<file path="src/rtl/sdram_rd_seq.sv">
module sdram_rd_seq #(
  parameter int BANKS  = 4,
  parameter int ROW_W  = 12,
  parameter int COL_W  = 9,
  parameter int LEN_W  = 4,
  parameter int DQ_W   = 16,
  parameter int TRP    = 2,
  parameter int AP_BIT = 10,
  localparam int BA_W  = $clog2(BANKS),
  localparam int WC_W  = $clog2(TRP + 4) + 1
) (
  input  logic             clk,
  input  logic             rst_n,
  input  logic [2:0]       cfg_trcd,
  input  logic [1:0]       cfg_cl,
  input  logic             req_valid,
  output logic             req_ready,
  input  logic [BA_W-1:0]  req_bank,
  input  logic [ROW_W-1:0] req_row,
  input  logic [COL_W-1:0] req_col,
  input  logic [LEN_W-1:0] req_len,
  input  logic             req_ap,
  output logic [2:0]       cmd,
  output logic [BA_W-1:0]  cmd_ba,
  output logic [ROW_W-1:0] cmd_addr,
  input  logic [DQ_W-1:0]  dq_in,
  output logic             rd_valid,
  output logic [DQ_W-1:0]  rd_data
);
  localparam logic [2:0] C_NOP = 3'b111, C_ACT = 3'b011, C_RD = 3'b101, C_PRE = 3'b010;

  typedef enum logic [2:0] {S_IDLE, S_PRE, S_ACT, S_TRCD, S_RD} st_t;

  st_t              st;
  logic [BA_W-1:0]  c_ba;
  logic [ROW_W-1:0] c_row;
  logic [COL_W-1:0] c_col;
  logic [LEN_W-1:0] c_rem;
  logic             c_ap;
  logic [BANKS-1:0] open_v;
  logic [ROW_W-1:0] open_row [BANKS];
  logic [WC_W-1:0]  wcnt;
  logic [2:0]       tcnt;
  logic [2:0]       pipe;

  wire [2:0] trcd_e  = (cfg_trcd == 3'd0) ? 3'd1 : cfg_trcd;
  wire       last    = (st == S_RD) && (c_rem == LEN_W'(1));
  wire       closing = last && c_ap;
  wire       take    = req_valid && req_ready;
  wire       hit_open = open_v[req_bank] && !(closing && req_bank == c_ba);
  wire       row_eq  = open_row[req_bank] == req_row;
  wire       act_go  = (st == S_ACT) && (wcnt == '0);

  assign req_ready = (st == S_IDLE) || last;
  assign cmd_ba    = c_ba;

  always_comb begin
    cmd      = C_NOP;
    cmd_addr = '0;
    case (st)
      S_PRE: cmd = C_PRE;
      S_ACT: if (act_go) begin
        cmd      = C_ACT;
        cmd_addr = c_row;
      end
      S_RD: begin
        cmd                  = C_RD;
        cmd_addr[COL_W-1:0]  = c_col;
        cmd_addr[AP_BIT]     = closing;
      end
      default: ;
    endcase
  end

  logic [WC_W-1:0] w_dec, w_load;
  logic            w_do;
  always_comb begin
    w_dec  = (wcnt == '0) ? '0 : wcnt - 1'b1;
    w_do   = 1'b0;
    w_load = '0;
    if (st == S_PRE) begin
      w_do   = 1'b1;
      w_load = WC_W'(TRP - 1);
    end else if (closing) begin
      w_do   = 1'b1;
      w_load = WC_W'(TRP) + WC_W'(cfg_cl);
    end
  end

  always_ff @(posedge clk) begin
    if (!rst_n) begin
      st     <= S_IDLE;
      c_ba   <= '0;
      c_row  <= '0;
      c_col  <= '0;
      c_rem  <= '0;
      c_ap   <= 1'b0;
      open_v <= '0;
      wcnt   <= '0;
      tcnt   <= '0;
      for (int i = 0; i < BANKS; i++) open_row[i] <= '0;
    end else begin
      wcnt <= (w_do && w_load > w_dec) ? w_load : w_dec;
      case (st)
        S_PRE: begin
          open_v[c_ba] <= 1'b0;
          st           <= S_ACT;
        end
        S_ACT: if (act_go) begin
          open_v[c_ba]   <= 1'b1;
          open_row[c_ba] <= c_row;
          tcnt           <= trcd_e - 3'd1;
          st             <= (trcd_e == 3'd1) ? S_RD : S_TRCD;
        end
        S_TRCD: begin
          tcnt <= tcnt - 3'd1;
          if (tcnt == 3'd1) st <= S_RD;
        end
        S_RD: begin
          c_col <= c_col + 1'b1;
          c_rem <= c_rem - 1'b1;
          if (closing) open_v[c_ba] <= 1'b0;
          if (last && !take) st <= S_IDLE;
        end
        default: ;
      endcase
      if (take) begin
        c_ba  <= req_bank;
        c_row <= req_row;
        c_col <= req_col;
        c_rem <= (req_len == '0) ? LEN_W'(1) : req_len;
        c_ap  <= req_ap;
        st    <= (hit_open && row_eq) ? S_RD : (hit_open ? S_PRE : S_ACT);
      end
    end
  end

  always_ff @(posedge clk) begin
    if (!rst_n) begin
      pipe     <= '0;
      rd_valid <= 1'b0;
      rd_data  <= '0;
    end else begin
      pipe     <= {pipe[1:0], cmd == C_RD};
      rd_valid <= (cfg_cl == 2'd3) ? pipe[2] : pipe[1];
      rd_data  <= dq_in;
    end
  end

  logic [3:0]      since_act, since_pre;
  logic [BA_W-1:0] act_ba;
  always_ff @(posedge clk) begin
    if (!rst_n) begin
      since_act <= '1;
      since_pre <= '1;
      act_ba    <= '0;
    end else begin
      since_act <= (cmd == C_ACT) ? 4'd1 : ((since_act == '1) ? since_act : since_act + 4'd1);
      since_pre <= (cmd == C_PRE) ? 4'd1 : ((since_pre == '1) ? since_pre : since_pre + 4'd1);
      if (cmd == C_ACT) act_ba <= cmd_ba;
    end
  end

  AST_TRCD_MIN: assert property (@(posedge clk) disable iff (!rst_n)
    (cmd == C_RD && act_ba == cmd_ba) |-> since_act >= {1'b0, trcd_e});
  AST_PRE_GAP: assert property (@(posedge clk) disable iff (!rst_n)
    (cmd == C_ACT) |-> since_pre >= 4'(TRP));
  AST_ACT_CLOSED: assert property (@(posedge clk) disable iff (!rst_n)
    (cmd == C_ACT) |-> !open_v[cmd_ba]);
  AST_LAT_CL2: assert property (@(posedge clk) disable iff (!rst_n)
    (rd_valid && cfg_cl == 2'd2) |-> $past(cmd == C_RD, 3));
  AST_LAT_CL3: assert property (@(posedge clk) disable iff (!rst_n)
    (rd_valid && cfg_cl == 2'd3) |-> $past(cmd == C_RD, 4));
endmodule

</file>
<file path="config.mk">
export PLATFORM = sky130hd
export DESIGN_NAME = sdram_rd_seq
export DESIGN_NICKNAME = d
export VERILOG_FILES = /design/src/rtl/sdram_rd_seq.sv
export SDC_FILE = /design/constraint.sdc
export NUM_CORES = 1
export LEC_CHECK = 0
export ABC_AREA = 1
export BUFFER_PORTS_ARGS = -buffer_cell sky130_fd_sc_hd__buf_2
export CAP_MARGIN = 40
export CORE_MARGIN = 1.5
export CORE_UTILIZATION = 51
export CTS_CLUSTER_DIAMETER = 120
export DETAILED_ROUTE_END_ITERATION = 10
export PLACE_DENSITY_LB_ADDON = 0.08
export REMOVE_ABC_BUFFERS = 1
export SYNTH_ARGS = -nofsm -noshare
export SYNTH_HDL_FRONTEND = slang
export SYNTH_SLANG_ARGS = --single-unit
</file>
<file path="constraint.sdc">
create_clock -name clk -period 2.5 [get_ports clk]
set_clock_uncertainty 0.1 [all_clocks]
set_input_delay 0.25 -clock clk [delete_from_list [all_inputs] [get_ports clk]]
set_output_delay 0.25 -clock clk [all_outputs]
set_load 0.02 [all_outputs]
</file>
# Yosys cells after proc, flatten, opt, wreduce, memory -nomap -nowiden
# Memory sizes are Yosys's and may differ from the RTL's.
# Index checks and enable logic that the tools add are counted.
totals:
  regBits: 62
  mem_bits_rw: 48
  input_bits: 52
  out_inout_bits: 35
  wordCells: 112
  mem_count: 1
memory_table:
  columns: ["memory", "depth", "word_bits", "read_ports", "rd_clocked_by_memory_dff", "wr", "line", "text"]
  rows:
  - ["open_row", 4, 12, 1, 0, 4, "41", "logic [ROW_W-1:0] open_row [BANKS];"]
classes:
  add_sub_neg: 6
  magnitude_cmp: 4
  eq_ne: 16
  mux: 45
  n_bitwise: 3
  n_reduce_logical: 25
ops:
  columns: ["cell", "count"]
  rows:
  - ["$mux 3", 11]
  - ["$mux 4", 7]
  - ["$mux 12", 2]
  - ["$mux 9", 2]
  - ["$pmux 9 s2", 1]
  - ["$mux 1", 13]
  - ["$eq 12x12->1", 1]
  - ["$pmux 3 s4", 1]
  - ["$pmux 4 s3", 1]
  - ["$reduce_or 12->1", 1]
  - ["$logic_and 1x1->1", 10]
  - ["$add 9x1->9 const B", 1]
  - ["$eq 3x1->1 const B", 3]
  - ["$pmux 3 s3", 1]
  - ["$logic_not 4->1", 2]
  - ["$sub 4x1->4 const B", 2]
  - ["$eq 3x2->1 const B", 2]
  - ["$eq 3x3->1 const B", 2]
  - ["$logic_not 3->1", 2]
  - ["$lt 2x3->1 const B", 2]
  - ["$ne 3x3->1 const B", 2]
  - ["$pmux 3 s2", 1]
  - ["$sub 3x1->3 const B", 2]
  - ["$reduce_bool 5->1", 1]
  - ["22 further kinds", 26]

# Longest topological paths before layout
# Gate-level depths: netlist of run 1.
depth:
  word_depth: 9
  mapped_depth: 14

# Worst setup path after synthesis of run 1
# Ideal clock, no wire load.
synth_path:
  path_type: "register to register"
  start: "reg st[2]"
  end: "mem open_row[0][0] (enable)"
  setup_time_ps: 398
  t_arrival_ps: 2016
  required_time_ps: 2002
  path_slack_ps: -13
  stages_incl_launch_ff: 8
  path_buffers: 2
  period_less_slack_ps: 2513
  cell_sequence: "dfxtp_1 -> inv_2 -> nand2_4 -> nor2_4 -> nand2_1 -> buf_2 -> buf_2 -> o21ai_0"
synth_rtl:
  columns: ["element", "line", "text"]
  rows:
  - ["from (decl)", "34", "st_t st;"]
  - ["from (signal assigned)", "113", "st <= (trcd_e == 3'd1) ? S_RD : S_TRCD;"]
  - ["from (signal assigned)", "133", "st <= (hit_open && row_eq) ? S_RD : (hit_open ? S_PRE : S_ACT);"]
  - ["to (decl)", "41", null]

# Final worst setup path of run 1
layout_path:
  start: "reg st[2]"
  end: "out cmd_addr[2]"
layout_via:
  elab_chain_cells: 4
  elab_cells_between_ends: 5
  cone_classes: "eq/ne (2); mux (2); reduce/logical (1)"
layout_lines:
  columns: ["element", "line", "text"]
  rows:
  - ["$eq 3x2->1", "52, 60", null]
  - ["$logic_and 1x1->1", "52", "wire act_go = (st == S_ACT) && (wcnt == '0);"]
  - ["$mux 12", "62", "S_ACT: if (act_go) begin"]
  - ["$pmux 9 s2 *", "60", "case (st)"]
  - ["to (decl)", "25", "output logic [ROW_W-1:0] cmd_addr,"]
# Every way passes the cells marked *; elsewhere a longest branch is shown, timed or not.

==> results of run 1 <==
## cell families after synthesis
kind of cell | after synthesis | share of synthesized area [%]
AO/OA/AOI/OAI | 109 | 11.08
flip-flops | 110 | 49.60
AND/OR/NAND/NOR | 308 | 25.49
adder cells (fa/ha/maj) | 10 | 2.313
XOR/XNOR | 11 | 1.781
buffers and inverters | 126 | 9.739
## how the worst max path moves through the flow
stage                                  start                        to  slack [ns]
final                     st[2]$_SDFFE_PN0P_               cmd_addr[2]        0.14
after global routing      st[0]$_SDFFE_PN0P_        wcnt[0]$_SDFF_PN0_        0.02
after CTS                 st[2]$_SDFFE_PN0P_               cmd_addr[2]        0.07
after detailed placement  st[0]$_SDFFE_PN0P_        wcnt[2]$_SDFF_PN0_        0.18
after global placement    st[0]$_SDFFE_PN0P_        wcnt[2]$_SDFF_PN0_        0.30
after floorplan           st[2]$_SDFFE_PN0P_  open_row[3][0]$_DFFE_PP_       -0.35
## metrics by stage
step	TNS, ns	setup slack [ns]	cells
final	0	0.1404	917
after global routing	0	0.01940	917
after CTS	0	0.06963	917
after detailed placement	0	0.1785	885
after global placement	0	0.3045	885
after floorplan	-14.13	-0.3471	646
## state kept, by name, indices dropped and copies added (netlist names), named ones only
| name | flops |
|---|---|
| c_row | 12 |
| rd_data | 16 |
| open_row | 48 |
| c_rem | 4 |
| c_ap | 1 |
| wcnt | 4 |
| tcnt | 3 |
| cmd_ba | 2 |
| c_col | 9 |
| pipe | 3 |
| st | 3 |
| rd_valid | 1 |
## repair_timing
action,in CTS,in global routing
gates resized for setup,0,5
hold buffers,16,0
endpoints found under the setup margin,0,4
hold endpoints to repair,16,0
## tightest hold or removal path, cell delays in order
cell and delay, ns:
buf_2 0.09, nand2_1 0.06, a21oi_1 0.05
## cells in the mapped netlist (7+ instances only)
master / count / area [um2]
buf_2: 10 / 50.05
o21ai_0: 39 / 195.2
nor3_2: 9 / 90.09
inv_1: 91 / 341.6
ha_1: 10 / 125.1
dfxtp_1: 62 / 1241
nand3_1: 44 / 220.2
o21ai_1: 7 / 35.03
nor2_1: 56 / 210.2
clkbuf_1: 12 / 45.04
a21oi_1: 44 / 220.2
xor2_1: 10 / 87.58
edfxtp_1: 48 / 1441
nand2_1: 168 / 630.6
## area by class of cell
type                       count  share of cell area [%]
sequential                   110                   42.13
clock buffer                  10                   2.004
multi-input combinational    438                   34.70
inverter                      98                   5.856
timing repair buffer         119                   11.28
clock inverter                 6                   1.356
tap                          136                   2.672
## power groups by stage
stage	sequential, uW	combinational (uW)	clock (uW)
after CTS	2340	1850	1190
final	2340	1860	1170
after global routing	2380	2080	1280
after floorplan	2380	1200	0
after global placement	2370	1770	0
after detailed placement	2390	1820	0
## per-layer routing
| layer | track usage, % | routed length, um | vias to the layer above |
|---|---|---|---|
| met3 | 4.844 | 806 | 10 |
| met5 | 0 | 0 | - |
| met4 | 6.371 | 132 | 0 |
| met1 | 32.00 | 5953 | 2180 |
| li1 | - | - | 2369 |
| met2 | 42.30 | 6429 | 129 |
==> metrics.yaml, run 1 <==
reg2reg_to: "wcnt[0]$_SDFF_PN0_"
hp-start: "req_ap"
crit_buf_inv: 3
layout_commonest_cell: "nand2_1"
core.rowCount: 37
grt_overflow: 0
peakVddDrop_mv: 0.4095
grt_pass1_vias: 4542
drcViolationCount: 0
drt_iter0_drc: 324
internal_power_uw: 3361
fmax_ghz: 0.4238
crit_cells: 7
r2r_cells: 12
crit_chain: "inv_2, nand2_4, nor2_4, nand2_2, buf_4, o21ai_0, buf_2"
clockRootBuffer: "clkbuf_8"
arrival_ns: 2.01
ys_dominant_reg_cell: "dfxtp_1"
powerDensity_nw_per_um2: 844.0
cts_setup_buffers: 0
fin_util_pct: 61.68
critPathKind: "reg -> out"
synthArstFlopShare_pct: 0
synth_warnings: 0
grt_usage_pct: 24.67
rsz0062_at_grt: "false"
synth_edf_count: 48
die_x_um: 106.0
cap_viol_max_count: 0
io_pins: 87
cp.required_ns: 2.15
gp_congestion: 0.8144
numPortBuffers: 86
hold_viol_final: 0
clkTransAtPathRegs_ns: 0.10
worst_hold_slack_ns: 0.01924
whs_endpoint: "c_ap$_SDFFE_PN0P_"
cpPeakStageDelay_ns: 0.39
antenna_cells: 0
ff_latch_area_um2: 2683
outcome: "complete, no violations"
clock_latency_ns: 0.37
vias: 4688
cts_buffers: 9
power.leakage_uw: 0.002936
coreArea_um2: 10320
fin_area_um2: 6367
slowest_stage: "dfxtp_1"
p_sw_uw: 2013
start_kind: "register"
finalSetupViolations: 0
multi_input_area_um2: 2210
min_period_over_period_pct: 94.38
drive_above_1_share_pct: 20.61
clock_sinks: 110
placed_area_um2: 5981
avgSynthCellArea_um2: 8.025
fillers: 932
routed_wl_mm: 13.32
grt_max_degree: 33
worstSetupEndpointType: "output pin"
die_area_um2: 11230
swShare_pct: 37.46
avgRoutedWirePerCell_um: 14.53
p_total_uw: 5374
ant_nets: 0
ys_seq_area_share_pct: 49.60
slew_violations: 0
r2r_setup_slack_ns: 0.18
grt_pass1_wl_mm: 21.63
start_util_pct: 52.39
min_period_ns: 2.360
antenna_found_initial: 0
dp_hpwl_mm: 9.065
hp-class: "in -> reg"
vias_per_cell: 5.112
pwr-share-comb_pct: 34.6
synth-seq-cells: 110
cts_tree: "yes"
hold_depth: 3
crit_fanout: 8
syn_inst: 674
clock_path_buffers: 2
ys_types: 40
slew_headroom_pct: 47.15
area_growth_pct: 17.72
critPathTopFamily: "buffers and inverters"
layout_common_cells: "167 x nand2_1, 91 x inv_1, 86 x buf_2"
drt-pass1-iter-count: 5
die_h_um: 106.0
tightest_slew_ns: 0.7919
fin_nets: 838
worstReg2RegStart: "st[0]$_SDFFE_PN0P_"
clkPwrFrac_pct: 21.8
pwr-share-seq_pct: 43.6
syn_area_um2: 5409
htree_levels: 3
(Power assumes the default switching activity.)
==> run 2: changes to the inputs <==
--- a/config.mk
+++ b/config.mk
@@ -13,6 +13,7 @@
 export CTS_CLUSTER_DIAMETER = 120
 export DETAILED_ROUTE_END_ITERATION = 10
 export PLACE_DENSITY_LB_ADDON = 0.08
+export RECOVER_POWER = 50
 export REMOVE_ABC_BUFFERS = 1
 export SYNTH_ARGS = -nofsm -noshare
 export SYNTH_HDL_FRONTEND = slang
==> run 2 against run 1 <==
- routed wire length is essentially flat
- combinational power shrank 4%
- global-route usage is the same
- first-iteration DRC count shrank 15%
- non-clock buffer count is the same
- register-to-register slack is essentially flat
- cell area shrank 1.6%
- worst hold slack lost 0.0020 ns
- sequential power is essentially flat
- flip-flop and latch count is the same
- sequential share of layout area grew 0.70 points
- clock-buffer cell count is the same
- critical path type unchanged
- critical endpoint is now cmd[2]
==> metrics.yaml, run 2 (synthesis results as in run 1) <==
hp-start: "req_ap"
hold_depth: 3  # unchanged
layout_commonest_cell: "nand2_1"
clkTransAtPathRegs_ns: 0.10  # about the same
fin_area_um2: 6264  # -1.6%
r2r_setup_slack_ns: 0.19  # about the same
slew_violations: 0  # unchanged
min_period_ns: 2.367  # +0.007254 ns
power.leakage_uw: 0.002847  # -3.0%
ff_latch_area_um2: 2683  # unchanged
critPathKind: "reg -> out"
peakVddDrop_mv: 0.4079  # -0.40%
multi_input_area_um2: 2143  # -3.0%
finalSetupViolations: 0  # unchanged
cts_setup_buffers: 0  # unchanged
fillers: 956  # +2.6%
pre_cts_ws_ns: 0.1785  # unchanged
worstReg2RegStart: "st[0]$_SDFFE_PN0P_"
start_kind: "register"
avgRoutedWirePerCell_um: 14.53  # about the same
dp_hpwl_mm: 9.065  # unchanged
grt_usage_pct: 24.67  # unchanged
rsz0062_at_grt: "false"
layout_common_cells: "168 x nand2_1, 93 x inv_1, 66 x buf_2"
tns_ns: 0  # unchanged
cap_viol_max_count: 0  # unchanged
numPortBuffers: 86  # unchanged
start_util_pct: 52.39  # unchanged
gp_congestion: 0.8144  # unchanged
r2r_cells: 12  # unchanged
grt_pass1_wl_mm: 21.63  # unchanged
routed_wl_mm: 13.33  # about the same
clock_path_buffers: 2  # unchanged
hp-class: "in -> reg"
min_period_over_period_pct: 94.67  # +0.29 points
drt_iter0_drc: 275  # -15%
p_total_uw: 5311  # -1.2%
fmax_ghz: 0.4225  # -0.31%
placed_area_um2: 5981  # unchanged
antenna_found_initial: 0  # unchanged
antenna_cells: 0  # unchanged
die_area_um2: 11230  # unchanged
coreArea_um2: 10320  # unchanged
grt_overflow: 0  # unchanged
cts_tree: "yes"
largest_reg_flops: 48  # unchanged
hold_viol_final: 0  # unchanged
ant_nets: 0  # unchanged
io_pins: 87  # unchanged
grt_max_degree: 33  # unchanged
drcViolationCount: 0  # unchanged
cts_buffers: 9  # unchanged
drt-pass1-iter-count: 5  # unchanged
worstSetupEndpointType: "output pin"
slew_headroom_pct: 57.37  # +10 points
htree_levels: 3  # unchanged
vias_per_cell: 5.147  # +0.68%
clock_sinks: 110  # unchanged
regMostFlops: "open_row"
area_growth_pct: 15.80
vias: 4720  # +0.68%
outcome: "complete, no violations"
tightest_slew_ns: 0.6388  # -0.1531 ns
core.rowCount: 37  # unchanged
powerDensity_nw_per_um2: 848.0  # +0.48%
crit_start: "st[0]$_SDFFE_PN0P_"
top_regs: "open_row: 48 flops, rd_data: 16 flops, c_row: 12 flops"
arrival_ns: 2.02  # about the same
crit_fanout: 10  # +2
die_h_um: 106.0  # unchanged
die_x_um: 106.0  # unchanged
fin_nets: 838  # unchanged
grt_pass1_vias: 4542  # unchanged
cp.required_ns: 2.15  # about the same
clockRootBuffer: "clkbuf_8"
drive_above_1_share_pct: 15.75  # -4.9 points
clock_latency_ns: 0.37  # about the same
layout_setup_ws_ns: 0.1332  # -0.007254 ns
-- run 2: cell types whose count changed in the layout (fill, tap and decap cells not counted), sizes merged --
cell    before  now
buf        103   79
clkbuf      10   34
-- run 2: worst max-delay path, cell delays in order (launching register included) --
cell and delay (ns):
dfxtp_1 0.50, nor2_2 0.09, nand2_1 0.13, clkbuf_1 0.47
o211ai_2 0.24, buf_2 0.21
-- run 2: layer usage --
layer	share of wire, %	GRT usage (%)	up-vias
met4	0.86	6.371	0
li1	-	-	2369
met1	45	32.00	2212
met2	48	42.30	131
met3	5.8	4.844	8
met5	0	0	-
-- run 2: final cells by class --
type / count / share of cell area [%]
Clock buffer: 10 / 2.038
Timing Repair Buffer: 119 / 10.87
Multi-Input combinational cell: 438 / 34.22
Clock inverter: 6 / 1.378
Sequential cell: 110 / 42.83
Inverter: 98 / 5.953
Tap cell: 136 / 2.717
-- run 2: final timing paths --
kind | to
min | c_ap$_SDFFE_PN0P_
max | cmd[2]
min reg2reg | pipe[1]$_SDFF_PN0_
max reg2reg | wcnt[2]$_SDFF_PN0_
-- run 2: power by group --
| group | switching [uW] | internal [uW] | total, uW |
|---|---|---|---|
| clock network | 610 | 564 | 1170 |
| registers | 160 | 2180 | 2340 |
| logic | 1220 | 573 | 1790 |
-- run 2: what timing repair did --
item                                    CTS  global route
hold buffers                             16             0
endpoints found under the setup margin    0             4
gates resized for setup                   0             5
endpoints found under the hold margin    16             0
-- run 2: stage by stage --
stage / utilization (%) / hold WS, ns / instances
2_1_floorplan: - / 0.2435 / 646
3_3_place_gp: 57.93 / 0.2934 / 885
3_5_place_dp: 57.93 / 0.3042 / 885
4_1_cts: 61.56 / 0.009450 / 917
5_1_grt: 60.67 / 0.01254 / 917
6_report: 60.67 / 0.01725 / 917
==> run 3: changes to the inputs <==
--- a/config.mk
+++ b/config.mk
@@ -6,7 +6,7 @@
 export NUM_CORES = 1
 export LEC_CHECK = 0
 export ABC_AREA = 1
-export BUFFER_PORTS_ARGS = -buffer_cell sky130_fd_sc_hd__buf_2
+export BUFFER_PORTS_ARGS = -buffer_cell sky130_fd_sc_hd__buf_4
 export CAP_MARGIN = 40
 export CORE_MARGIN = 1.5
 export CORE_UTILIZATION = 51
==> run 3 against run 2 <==
- power rose by 3.6%
- register-to-register slack got worse by 0.02 ns
- critical endpoint is now cmd_addr[2]
- fmax is 0.16% higher
- flip-flop and latch count did not move
- via count up 0.42%
- largest power group unchanged
- clock power grew 5%
- critical path type unchanged
==> metrics.yaml, run 3 (synthesis results as in run 1) <==
outcome: "complete, no violations"
cpPeakStageDelay_ns: 0.39  # -0.11 ns
tightest_slew_ns: 1.111  # +0.4726 ns
cts_tree: "yes"
grt_max_degree: 59  # +79%
fillers: 894  # -6.5%
drive_above_1_share_pct: 17.87  # +2.1 points
cap_viol_max_count: 0  # unchanged
numPortBuffers: 86  # unchanged
hold_viol_final: 0  # unchanged
gp_congestion: 0.8464  # +3.9%
cts_buffers: 9  # unchanged
grt_pass1_vias: 4616  # +1.6%
cts_setup_buffers: 0  # unchanged
placedCellCount: 882  # -0.34%
peakVddDrop_mv: 0.4962  # +22%
layout_commonest_cell: "nand2_1"
crit_buf_inv: 3  # +1
critPathTopFamily: "buffers and inverters"
area_growth_pct: 20.22
grt_pass1_wl_mm: 21.76  # +0.61%
avgRoutedWirePerCell_um: 14.44  # -0.65%
critPathKind: "reg -> out"
antenna_cells: 0  # unchanged
fmax_ghz: 0.4232  # +0.16%
drt-pass1-iter-count: 5  # unchanged
core.rowCount: 37  # unchanged
start_util_pct: 52.39  # unchanged
ant_nets: 0  # unchanged
fin_nets: 835  # -0.36%
grt_overflow: 0  # unchanged
powerDensity_nw_per_um2: 846.2  # -0.21%
vias_per_cell: 5.186  # +0.75%
ff_latch_area_um2: 2683  # unchanged
rsz0062_at_grt: "true"
htree_levels: 3  # unchanged
hp-class: "in -> reg"
clock_sinks: 110  # unchanged
vias: 4740  # +0.42%
routed_wl_mm: 13.20  # -0.98%
die_h_um: 106.0  # unchanged
clkTransAtPathRegs_ns: 0.10  # about the same
coreArea_um2: 10320  # unchanged
die_x_um: 106.0  # unchanged
crit_fanout: 10  # unchanged
largest_reg_flops: 48  # unchanged
finalSetupViolations: 0  # unchanged
worst_hold_slack_ns: 0.03503  # +0.01778 ns
slew_violations: 0  # unchanged
start_kind: "register"
io_pins: 87  # unchanged
drt_iter0_drc: 251  # -8.7%
die_area_um2: 11230  # unchanged
dp_hpwl_mm: 8.923  # -1.6%
fin_util_pct: 62.99  # +2.3 points
clockRootBuffer: "clkbuf_8"
grt_usage_pct: 24.78  # +0.11 points
slowest_stage: "dfxtp_1"
worstSetupEndpointType: "output pin"
finalNonFillerCells: 914  # -0.33%
clock_path_buffers: 2  # unchanged
slew_headroom_pct: 25.91  # -31 points
arrival_ns: 2.01  # about the same
crit_chain: "inv_2, nand2_4, nor2_4, nand2_4, buf_4, o21ai_0, buf_4"
tns_ns: 0  # unchanged
antenna_found_initial: 0  # unchanged
regMostFlops: "open_row"
min_period_over_period_pct: 94.52  # -0.15 points
clock_latency_ns: 0.37  # about the same
min_period_ns: 2.363  # -0.003689 ns
power.leakage_uw: 0.002910  # +2.2%
multi_input_area_um2: 2215  # +3.3%
layout_common_cells: "167 x nand2_1, 90 x inv_1, 75 x buf_4"
cp.required_ns: 2.15  # about the same
drcViolationCount: 0  # unchanged
top_regs: "open_row: 48 flops, rd_data: 16 flops, c_row: 12 flops"
run 3: power breakdown:
group / internal (uW) / switching (uW) / total (uW)
clock network: 621 / 607 / 1230
registers: 2180 / 164 / 2350
logic: 662 / 1260 / 1930
total: 3470 / 2040 / 5500
run 3: path summary, 6_finish.rpt:
kind | startpoint | endpoint | slack, ns | cells past startpoint
max | st[2]$_SDFFE_PN0P_ | cmd_addr[2] | 0.14 | 7
min | req_ap | c_ap$_SDFFE_PN0P_ | 0.04 | 3
max reg2reg | c_rem[1]$_SDFFE_PN0P_ | wcnt[2]$_SDFF_PN0_ | 0.17 | 13
min reg2reg | pipe[0]$_SDFF_PN0_ | pipe[1]$_SDFF_PN0_ | 0.34 | 2
run 3: metrics by stage:
stage,power [uW],worst slack [ns],area [um2]
floorplan,3578,-0.3471,5253
global placement,4213,0.3388,6173
global route,5865,-0.009877,6502
finish,5503,0.1369,6502
CTS,5518,0.03289,6568
detailed placement,4277,0.1560,6173
run 3: area by class of cell:
type / count / share of cell area (%)
Tap cell: 136 / 2.617
Timing Repair Buffer: 116 / 12.82
Clock inverter: 6 / 1.270
Inverter: 98 / 5.696
Clock buffer: 10 / 2.290
Sequential cell: 110 / 41.25
Multi-Input combinational cell: 438 / 34.06
run 3: repair_timing:
item                                    CTS  global route
resized for setup                         1             5
endpoints found under the hold margin    16             0
hold buffers                             16             0
endpoints found under the setup margin   10             9
pin swaps                                 0             0
run 3: tightest hold or removal path, delay by kind of cell:
kind	cells	cell delay, ns
AOI/OAI and AO/OA	1	0.05
buffers and inverters	1	0.11
and+or+nand+nor	1	0.06
run 3: per-layer routing:
layer / GRT usage [%] / share of wire, %
met1: 32.17 / 44
met5: 0 / 0
met4: 7.143 / 1.4
met2: 41.98 / 48
met3: 5.028 / 6.1
